<file path="src/rtl/mseq_pkg.sv">
// Package: shared widths, instruction word layout and opcodes for the macro sequencer.
// Assumes a 16-bit immediate per ALU slot and a 3-bit opcode per slot.
package mseq_pkg;
    localparam int IMM_W     = 16;
    localparam int OP_W      = 3;
    localparam int SLOT_N    = 4;
    localparam int ALU_N     = 2;
    localparam int INST_W    = ALU_N * IMM_W + ALU_N * OP_W + SLOT_N + 2;
    localparam int POL_BIT   = 15;
    localparam int BR_OFF_W  = 13;
    localparam int JMP_OFF_W = 15;
    localparam logic [BR_OFF_W-1:0] STOP_CODE = 13'h1000;

    localparam logic [OP_W-1:0] OPC_NOP    = 3'd0;
    localparam logic [OP_W-1:0] OPC_BRANCH = 3'd1;
    localparam logic [OP_W-1:0] OPC_JUMP   = 3'd2;
    localparam logic [OP_W-1:0] OPC_LOOP   = 3'd3;
    localparam logic [OP_W-1:0] OPC_STATE  = 3'd4;

    typedef struct packed {
        logic               end_next;
        logic               uncond;
        logic [SLOT_N-1:0]  expect_t;
        logic [OP_W-1:0]    op1;
        logic [OP_W-1:0]    op0;
        logic [IMM_W-1:0]   imm1;
        logic [IMM_W-1:0]   imm0;
    } inst_t;
endpackage

</file>
<file path="src/rtl/mseq_pred_mask.sv">
// Predicate mask: turns the predicate field and the predicate register into
// four slot enables (ALU0, ALU1, OUT0, OUT1). Assumes a nonzero register is "true".
module mseq_pred_mask
    import mseq_pkg::*;
#(
    parameter int DATA_W = 32
) (
    input  logic              allow,
    input  logic              uncond,
    input  logic [SLOT_N-1:0] expect_t,
    input  logic [DATA_W-1:0] pred_value,
    output logic [SLOT_N-1:0] slot_en
);
    logic truth;

    // Purpose: reduce the predicate register to a truth value.
    always_comb truth = |pred_value;

    for (genvar s = 0; s < SLOT_N; s++) begin : g_slot
        // Purpose: enable one slot when unconditional or when expectation matches.
        always_comb slot_en[s] = allow && (uncond || (expect_t[s] == truth));
    end
endmodule

</file>
<file path="src/rtl/mseq_slot_ctrl.sv">
// Slot control: decodes the control-flow effect of one ALU slot (branch, jump,
// loop request, state read) and checks the redirect target against the address range.
// Assumes IP_W is smaller than IMM_W.
module mseq_slot_ctrl
    import mseq_pkg::*;
#(
    parameter int IP_W = 12
) (
    input  logic             clk,
    input  logic             rst_n,
    input  logic             en,
    input  logic [OP_W-1:0]  op,
    input  logic [IMM_W-1:0] imm,
    input  logic             cmp,
    input  logic [IP_W-1:0]  ip,
    output logic             redirect,
    output logic [IP_W-1:0]  target,
    output logic             stop,
    output logic             fault,
    output logic             loop_req,
    output logic             state_op
);
    localparam int EXT_W = IMM_W + 2;

    logic [EXT_W-1:0] ip_ext, br_off, jp_off, dest;
    logic taken, sentinel, bad_mark, out_range;

    // Purpose: widen the address and both offset forms to a common width.
    always_comb begin
        ip_ext = EXT_W'(ip);
        br_off = {{(EXT_W-BR_OFF_W){imm[BR_OFF_W-1]}}, imm[BR_OFF_W-1:0]};
        jp_off = EXT_W'(imm[JMP_OFF_W-1:0]);
    end

    // Purpose: decide redirect, stop and encoding error for this slot.
    always_comb begin
        redirect = 1'b0;
        stop     = 1'b0;
        bad_mark = 1'b0;
        taken    = (cmp == imm[POL_BIT]);
        sentinel = (imm[BR_OFF_W-1:0] == STOP_CODE);
        dest     = ip_ext + br_off;
        if (en) begin
            case (op)
                OPC_BRANCH: begin
                    if (taken) begin
                        if (sentinel) stop = 1'b1;
                        else          redirect = 1'b1;
                    end
                end
                OPC_JUMP: begin
                    dest     = ip_ext + jp_off;
                    redirect = 1'b1;
                    bad_mark = !imm[POL_BIT];
                end
                default: ;
            endcase
        end
    end

    // Purpose: range check and slot-level outputs.
    always_comb begin
        out_range = (dest[EXT_W-1:IP_W] != '0);
        fault     = bad_mark || (redirect && out_range);
        target    = dest[IP_W-1:0];
        loop_req  = en && (op == OPC_LOOP);
        state_op  = (op == OPC_STATE);
    end

    AST_JUMP_MARK: assert property (@(posedge clk) disable iff (!rst_n)
        (en && op == OPC_JUMP && !imm[POL_BIT]) |-> fault);
endmodule

</file>
<file path="src/rtl/mseq_loop_unit.sv">
// Loop unit: holds the single-level counted loop (count, start, end), accepts
// loop requests from the two ALU slots and signals loop-back at the loop end.
// Assumes slot 0 has priority and a request while a count is live is an error.
module mseq_loop_unit
    import mseq_pkg::*;
#(
    parameter int IP_W   = 12,
    parameter int DATA_W = 32
) (
    input  logic                         clk,
    input  logic                         rst_n,
    input  logic                         clr,
    input  logic                         step,
    input  logic [ALU_N-1:0]             req,
    input  logic [ALU_N-1:0][DATA_W-1:0] val,
    input  logic [ALU_N-1:0][IMM_W-1:0]  imm,
    input  logic [IP_W-1:0]              ip,
    output logic                         hit,
    output logic [IP_W-1:0]              back_ip,
    output logic                         err
);
    localparam int EXT_W = IMM_W + 2;

    logic [DATA_W-1:0] cnt_q;
    logic [IP_W-1:0]   start_q, end_q;
    logic              active;
    logic [ALU_N-1:0]  len_ok, start_req, err_req;
    logic [ALU_N-1:0][EXT_W-1:0] end_ext;
    logic              start_any;
    logic [DATA_W-1:0] new_cnt;
    logic [IP_W-1:0]   new_end;

    // Purpose: loop status seen by the current instruction.
    always_comb begin
        active  = (cnt_q != '0);
        hit     = active && (ip == end_q);
        back_ip = start_q + IP_W'(1);
    end

    for (genvar s = 0; s < ALU_N; s++) begin : g_req
        // Purpose: check the loop length and the end address of one slot's request.
        always_comb begin
            end_ext[s] = EXT_W'(ip) + EXT_W'(imm[s]) - EXT_W'(1);
            len_ok[s]  = (imm[s] >= IMM_W'(2)) && (end_ext[s][EXT_W-1:IP_W] == '0);
        end
        if (s == 0) begin : g_first
            // Purpose: slot 0 request is taken when legal and no loop is live.
            always_comb start_req[s] = req[s] && !active && len_ok[s];
        end else begin : g_rest
            // Purpose: later slots yield to any lower-numbered loop request.
            always_comb start_req[s] = req[s] && !(|req[s-1:0]) && !active && len_ok[s];
        end
        // Purpose: a request that is not taken is an error.
        always_comb err_req[s] = req[s] && !start_req[s];
    end

    // Purpose: pick the winning request and its loop parameters.
    always_comb begin
        start_any = |start_req;
        new_cnt   = '0;
        new_end   = '0;
        for (int s = ALU_N - 1; s >= 0; s--) begin
            if (start_req[s]) begin
                new_cnt = (val[s] == '0) ? '0 : val[s] - DATA_W'(1);
                new_end = end_ext[s][IP_W-1:0];
            end
        end
        err = step && (|err_req);
    end

    // Purpose: loop registers: clear on run start, load on request, count down on loop-back.
    always_ff @(posedge clk) begin
        if (!rst_n || clr) begin
            cnt_q   <= '0;
            start_q <= '0;
            end_q   <= '0;
        end else if (step) begin
            if (start_any) begin
                cnt_q   <= new_cnt;
                start_q <= ip;
                end_q   <= new_end;
            end else if (hit) begin
                cnt_q <= cnt_q - DATA_W'(1);
            end
        end
    end

    AST_LOOP_ORDER: assert property (@(posedge clk) disable iff (!rst_n)
        (cnt_q != '0) |-> (end_q > start_q));
    AST_LOOP_COUNTDOWN: assert property (@(posedge clk) disable iff (!rst_n)
        (step && !clr && hit) |=> (cnt_q == $past(cnt_q) - DATA_W'(1)));
endmodule

</file>
<file path="src/rtl/macro_seq.sv">
// Macro sequencer top: owns the instruction pointer and run state. Combines the
// predicate mask, two slot controllers and the loop unit into the next-address
// choice and the halt/fault decision. Assumes the instruction memory answers in the same cycle.
module macro_seq
    import mseq_pkg::*;
#(
    parameter int IP_W   = 12,
    parameter int DATA_W = 32
) (
    input  logic              clk,
    input  logic              rst_n,
    input  logic              go,
    output logic [IP_W-1:0]   imem_addr,
    input  logic [43:0]       imem_rdata,
    input  logic [DATA_W-1:0] pred_value,
    input  logic [1:0]        cmp_result,
    input  logic [DATA_W-1:0] loop_val0,
    input  logic [DATA_W-1:0] loop_val1,
    output logic [3:0]        slot_en,
    output logic              busy,
    output logic              done,
    output logic              fault,
    output logic              loop_err
);
    inst_t                        inst;
    logic [IP_W-1:0]              ip_q;
    logic                         busy_q, done_q, fault_q, lerr_q, endp_q;
    logic                         dual_state, launch;
    logic [ALU_N-1:0]             s_redirect, s_stop, s_fault, s_loop, s_state;
    logic [ALU_N-1:0][IP_W-1:0]   s_target;
    logic [ALU_N-1:0][OP_W-1:0]   s_op;
    logic [ALU_N-1:0][IMM_W-1:0]  s_imm;
    logic [ALU_N-1:0][DATA_W-1:0] s_val;
    logic                         loop_hit, loop_err_p;
    logic [IP_W-1:0]              loop_back_ip, nxt_ip;
    logic                         any_redirect, any_stop, ctl_fault, seq_fault;
    logic                         halt_fault, halt_done;

    // Purpose: view the fetched word as fields and group per-slot operands.
    always_comb begin
        inst     = inst_t'(imem_rdata);
        s_op     = {inst.op1, inst.op0};
        s_imm    = {inst.imm1, inst.imm0};
        s_val    = {loop_val1, loop_val0};
        launch   = go && !busy_q;
    end

    // Purpose: two state reads in one instruction are illegal.
    always_comb dual_state = (inst.op0 == OPC_STATE) && (inst.op1 == OPC_STATE);

    mseq_pred_mask #(.DATA_W(DATA_W)) u_pred (
        .allow      (busy_q && !dual_state),
        .uncond     (inst.uncond),
        .expect_t   (inst.expect_t),
        .pred_value (pred_value),
        .slot_en    (slot_en)
    );

    for (genvar s = 0; s < ALU_N; s++) begin : g_alu
        mseq_slot_ctrl #(.IP_W(IP_W)) u_slot (
            .clk      (clk),
            .rst_n    (rst_n),
            .en       (slot_en[s]),
            .op       (s_op[s]),
            .imm      (s_imm[s]),
            .cmp      (cmp_result[s]),
            .ip       (ip_q),
            .redirect (s_redirect[s]),
            .target   (s_target[s]),
            .stop     (s_stop[s]),
            .fault    (s_fault[s]),
            .loop_req (s_loop[s]),
            .state_op (s_state[s])
        );
    end

    mseq_loop_unit #(.IP_W(IP_W), .DATA_W(DATA_W)) u_loop (
        .clk     (clk),
        .rst_n   (rst_n),
        .clr     (launch),
        .step    (busy_q),
        .req     (s_loop),
        .val     (s_val),
        .imm     (s_imm),
        .ip      (ip_q),
        .hit     (loop_hit),
        .back_ip (loop_back_ip),
        .err     (loop_err_p)
    );

    // Purpose: choose the next address; loop-back beats redirects, slot 1 beats slot 0.
    always_comb begin
        any_redirect = |s_redirect;
        any_stop     = |s_stop;
        ctl_fault    = |s_fault;
        if (loop_hit)            nxt_ip = loop_back_ip;
        else if (s_redirect[1])  nxt_ip = s_target[1];
        else if (s_redirect[0])  nxt_ip = s_target[0];
        else                     nxt_ip = ip_q + IP_W'(1);
        seq_fault  = !loop_hit && !any_redirect && (ip_q == '1);
        halt_fault = busy_q && (dual_state || ctl_fault ||
                     (!(any_stop || endp_q) && seq_fault));
        halt_done  = busy_q && !halt_fault && (any_stop || endp_q);
    end

    // Purpose: run state, instruction pointer and status flags.
    always_ff @(posedge clk) begin
        if (!rst_n) begin
            ip_q    <= '0;
            busy_q  <= 1'b0;
            done_q  <= 1'b0;
            fault_q <= 1'b0;
            lerr_q  <= 1'b0;
            endp_q  <= 1'b0;
        end else if (launch) begin
            ip_q    <= '0;
            busy_q  <= 1'b1;
            done_q  <= 1'b0;
            fault_q <= 1'b0;
            lerr_q  <= 1'b0;
            endp_q  <= 1'b0;
        end else if (busy_q) begin
            if (loop_err_p) lerr_q <= 1'b1;
            if (halt_fault) begin
                busy_q  <= 1'b0;
                fault_q <= 1'b1;
            end else if (halt_done) begin
                busy_q <= 1'b0;
                done_q <= 1'b1;
            end else begin
                ip_q   <= nxt_ip;
                endp_q <= inst.end_next;
            end
        end
    end

    // Purpose: drive the ports from state.
    always_comb begin
        imem_addr = ip_q;
        busy      = busy_q;
        done      = done_q;
        fault     = fault_q;
        loop_err  = lerr_q;
    end

    AST_IDLE_HOLD: assert property (@(posedge clk) disable iff (!rst_n)
        (!busy && !go) |=> $stable(imem_addr));
    AST_IDLE_SLOTS: assert property (@(posedge clk) disable iff (!rst_n)
        !busy |-> (slot_en == 4'b0000));
    AST_FAULT_STOPS: assert property (@(posedge clk) disable iff (!rst_n)
        fault |-> !busy);
    AST_DONE_STOPS: assert property (@(posedge clk) disable iff (!rst_n)
        done |-> !busy);
    AST_STOP_CODE: assert property (@(posedge clk) disable iff (!rst_n)
        (busy && any_stop && !halt_fault) |=> (done && !busy));
    AST_DUAL_STATE: assert property (@(posedge clk) disable iff (!rst_n)
        (busy && inst.op0 == OPC_STATE && inst.op1 == OPC_STATE) |=> (fault && !busy));
endmodule

</file>
<file path="config.mk">
export PLATFORM = sky130hd
export DESIGN_NAME = macro_seq
export DESIGN_NICKNAME = d
export VERILOG_FILES = /design/src/rtl/mseq_pkg.sv /design/src/rtl/mseq_pred_mask.sv /design/src/rtl/mseq_slot_ctrl.sv /design/src/rtl/mseq_loop_unit.sv /design/src/rtl/macro_seq.sv
export SDC_FILE = /design/constraint.sdc
export NUM_CORES = 1
export LEC_CHECK = 0
export BUFFER_PORTS_ARGS = -buffer_cell sky130_fd_sc_hd__buf_2
export CORE_MARGIN = 5
export CORE_UTILIZATION = 40
export DETAILED_ROUTE_END_ITERATION = 10
export GPL_TIMING_DRIVEN = 0
export PLACE_DENSITY = 0.63
export SETUP_SLACK_MARGIN = 0.05
export SYNTH_ARGS = -nofsm -noshare
export SYNTH_HDL_FRONTEND = slang
export SYNTH_SLANG_ARGS = --single-unit
</file>
<file path="constraint.sdc">
create_clock -name clk -period 4.4 [get_ports clk]
set_input_delay 0.44 -clock clk [delete_from_list [all_inputs] [get_ports clk]]
set_output_delay 0.44 -clock clk [all_outputs]
set_load 0.01 [all_outputs]
</file>
==> results.toml <==
[global_routing]
grt_overflow = 0
grt_pass1_wl_um = 50300
grt_use_total_pct = 25.6
grt_max_degree = 13
grt_pass1_vias = 9453
antenna_found_initial = 1

[timing]
finalHoldViolations = 0
slew_headroom_pct = 35.4
setup_viol = 0
finalSetupTns_ps = 0
finalClockSkew_ps = 12.3
fin_ws_ps = 204
grt_setup_unrepaired = "true"
tightest_slew_ps = 961
period_share_pct = 95.4
fmax_mhz = 238
min_period_ps = 4200
slew_violations = 0

[logic_synthesis]
synth_edf_count = 0
synth_most_common_cell = "nand2_1"
synth_nets = 1403
async_flop_share_pct = 0
ys_ff_latch = 73
synth_flop_cell = "dfxtp_1"
syn_area_um2 = 8650
synthTopCellsByArea = "dfxtp_1 17%, xnor2_1 8.1%, nand2_1 5.6%"
yosys_warnings = 0
synth_area_per_cell_um2 = 7.07
yosys.area.top_type = "dfxtp_1"
syn-instance-count = 1224
ys_types = 80
synth_top_area_share_pct = 16.9
yosysSeqAreaShare_pct = 16.9
yosys-top-cells-count = "129 x nand2_1, 116 x nor2_1, 81 x a21oi_1"

[floorplan]
core_area_um2 = 21200
die_area_um2 = 24700
die-height_um = 157
fp.dieW_um = 157
floorplan.rows = 53
start_util_pct = 40.9
ios = 165

[routing]
wire_per_inst_um = 19.4
vias = 10100
antenna_left = 0
wirelength_um = 32800
drc = 0
first_iter_violations = 954
first_pass_iters = 6
routed_via_density = 5.96

[pwr]
switching_share_pct = 54.5
p_clk_share_pct = 9.4
comb_power_share_pct = 76.8
vdd_drop_max_uv = 499
p_per_area_nw_per_um2 = 826
seq_power_share_pct = 13.8
p_leak_nw = 4.26
power_switching_mw = 4.75
total_power_mw = 8.70
p_int_mw = 3.96

[flow_run]
max_cap_violations = 0

[worst_setup_path]
crit_family = "compound AO/OA/AOI/OAI gates"
required_ps = 4620
arrival_ps = 4410
max_stage_delay_ps = 540
setup.worst_path.end_class = "flip-flop"
crit_fanout = 10
worstSetupStartpointType = "flip-flop"
path_cells = "ha_1 > inv_1 > fa_1 > nor2b_2 > o2111ai_2 > a32oi_2 > xor2_1 > or4_4 > o311ai_4 > and3_1 > clkbuf_4 > buf_2 > o21ai_0 > o211ai_1 > nand2_1"
cp_num_buf_inv = 3
worst-setup-path-type = "reg -> reg"
critPathSlowestCell = "or4_4"

[finish]
regArea_um2 = 1480
antenna_cells = 0
finalInstanceArea_um2 = 10500
drive_gt1_share_pct = 20.2
final_nets = 1590
final_cells = 1690
synthToLayoutAreaGrowth_pct = 21.8
multi_input_area_um2 = 7040
fillers = 2154

[cts]
cts_made_buffers = 9
cts_sinks = 73
cts_root_buffer = "clkbuf_16"
htree_levels = 3
cts_tree = "yes"
clockBufferDepth = 2
clk_pin_slew_ps = 60
clock_latency_ps = 340

[place]
io_buffers = 163
place.gp.congestion = 0.933
dp.cells = 1662
post-place-ws_ps = -651
post_dp_cell_area_um2 = 9820
dp_hpwl_um = 26000

[hold_path]
hp-class = "in -> reg"

[outcome]
status = "finished, final reports clean"
==> logic make-up after synthesis <==
family                     Yosys count  share of synthesized area [%]
AOI/OAI and AO/OA                  316                           24.6
xor gates and xnor gates           134                           13.6
adders and majority gates           34                           5.09
buffers and inverters               95                           4.56
DFF                                 73                           16.9
muxes                               24                           2.78
and+or+nand+nor                    548                           32.5
==> cells in the final DEF (no fill, tap or decap), types with 10 or more instances in the layout <==
| cell | netlist | routed |
|---|---|---|
| buf_4 | 5 | 18 |
| or2_2 | 12 | 12 |
| nor4_1 | 41 | 36 |
| xor2_1 | 54 | 51 |
| nand4_1 | 18 | 18 |
| o22ai_1 | 12 | 12 |
| ha_1 | 32 | 32 |
| mux2i_1 | 24 | 24 |
| o21ai_0 | 64 | 64 |
| and4_1 | 13 | 13 |
| clkbuf_1 | 41 | 37 |
| nand3_1 | 55 | 53 |
| inv_1 | 34 | 33 |
| nor2_1 | 116 | 114 |
| and3_1 | 11 | 11 |
| nand2b_1 | 12 | 12 |
| or3_1 | 25 | 25 |
| xnor2_1 | 80 | 78 |
| buf_2 | 15 | 175 |
| o211ai_1 | 20 | 20 |
| a211oi_1 | 18 | 16 |
| nor3_1 | 54 | 53 |
| nand2_1 | 129 | 128 |
| a31oi_1 | 13 | 13 |
| a21oi_1 | 81 | 79 |
| a22oi_1 | 13 | 13 |
| or4_1 | 10 | 10 |
| nor2b_1 | 11 | 10 |
| dfxtp_1 | 73 | 64 |
| a21o_1 | 13 | 13 |
==> stage by stage <==
stage | hold slack, ps | utilization (%)
after floorplan | 425 | -
after global placement | 455 | 46.4
after detailed placement | 446 | 46.4
after CTS | 357 | 48.7
after global routing | 388 | 49.8
final | 348 | 49.8
==> path summary, 6_finish.rpt <==
kind | startpoint | endpoint | slack, ps | depth (start not counted)
hold reg to reg | u_loop.end_q[7] | u_loop.end_q[7] | 470 | 2
setup reg to reg | imem_addr[0] | u_loop.cnt_q[15] | 200 | 15
setup / recovery | imem_addr[0] | u_loop.cnt_q[15] | 200 | 15
hold / removal | imem_rdata[43] | endp_q | 350 | 3
==> power groups by stage <==
| stage | clock, mW | combinational, mW | sequential, mW |
|---|---|---|---|
| final | 0.819 | 6.68 | 1.20 |
| after detailed placement | 0 | 6.06 | 1.18 |
| after global routing | 0.851 | 7.35 | 1.22 |
| after CTS | 0.820 | 6.29 | 1.18 |
| after global placement | 0 | 6.05 | 1.18 |
| after floorplan | 0 | 4.60 | 1.07 |
==> state kept, by name, indices dropped and copies added (netlist names) <==
name	count
fault	1
loop_err	1
u_loop.end_q	12
u_loop.start_q	12
endp_q	1
u_loop.cnt_q	32
imem_addr	12
busy	1
done	1
==> tightest hold or removal path: stages <==
cell     delay [ps]
buf_2           100
nand2_1          40
o21ai_0          60
==> what timing repair did <==
item	4_1_cts	5_1_grt
endpoints found under the setup margin	71	71
gates resized for setup	31	33
buffers inserted	1	12
pin swaps	2	10
hold buffers	0	0
cloned	0	0
==> cell type report <==
| class | count | share of cell area (%) |
|---|---|---|
| buffer | 61 | 2.76 |
| clock buffer | 11 | 2.40 |
| clock inverter | 4 | 0.725 |
| inverter | 34 | 1.25 |
| multi-input combinational | 1056 | 66.9 |
| sequential | 73 | 14.1 |
| tap | 275 | 3.27 |
| timing repair buffer | 176 | 8.67 |
==> routing by layer <==
layer  wire, µm  vias up  global-route usage, %
met4       1390        2                   10.4
met5         13        -                      0
met2      15200      425                   42.8
met3       2370       74                   3.74
li1           -     4925                      -
met1      13900     4639                   33.3
Power figures use the tool's default switching activity.
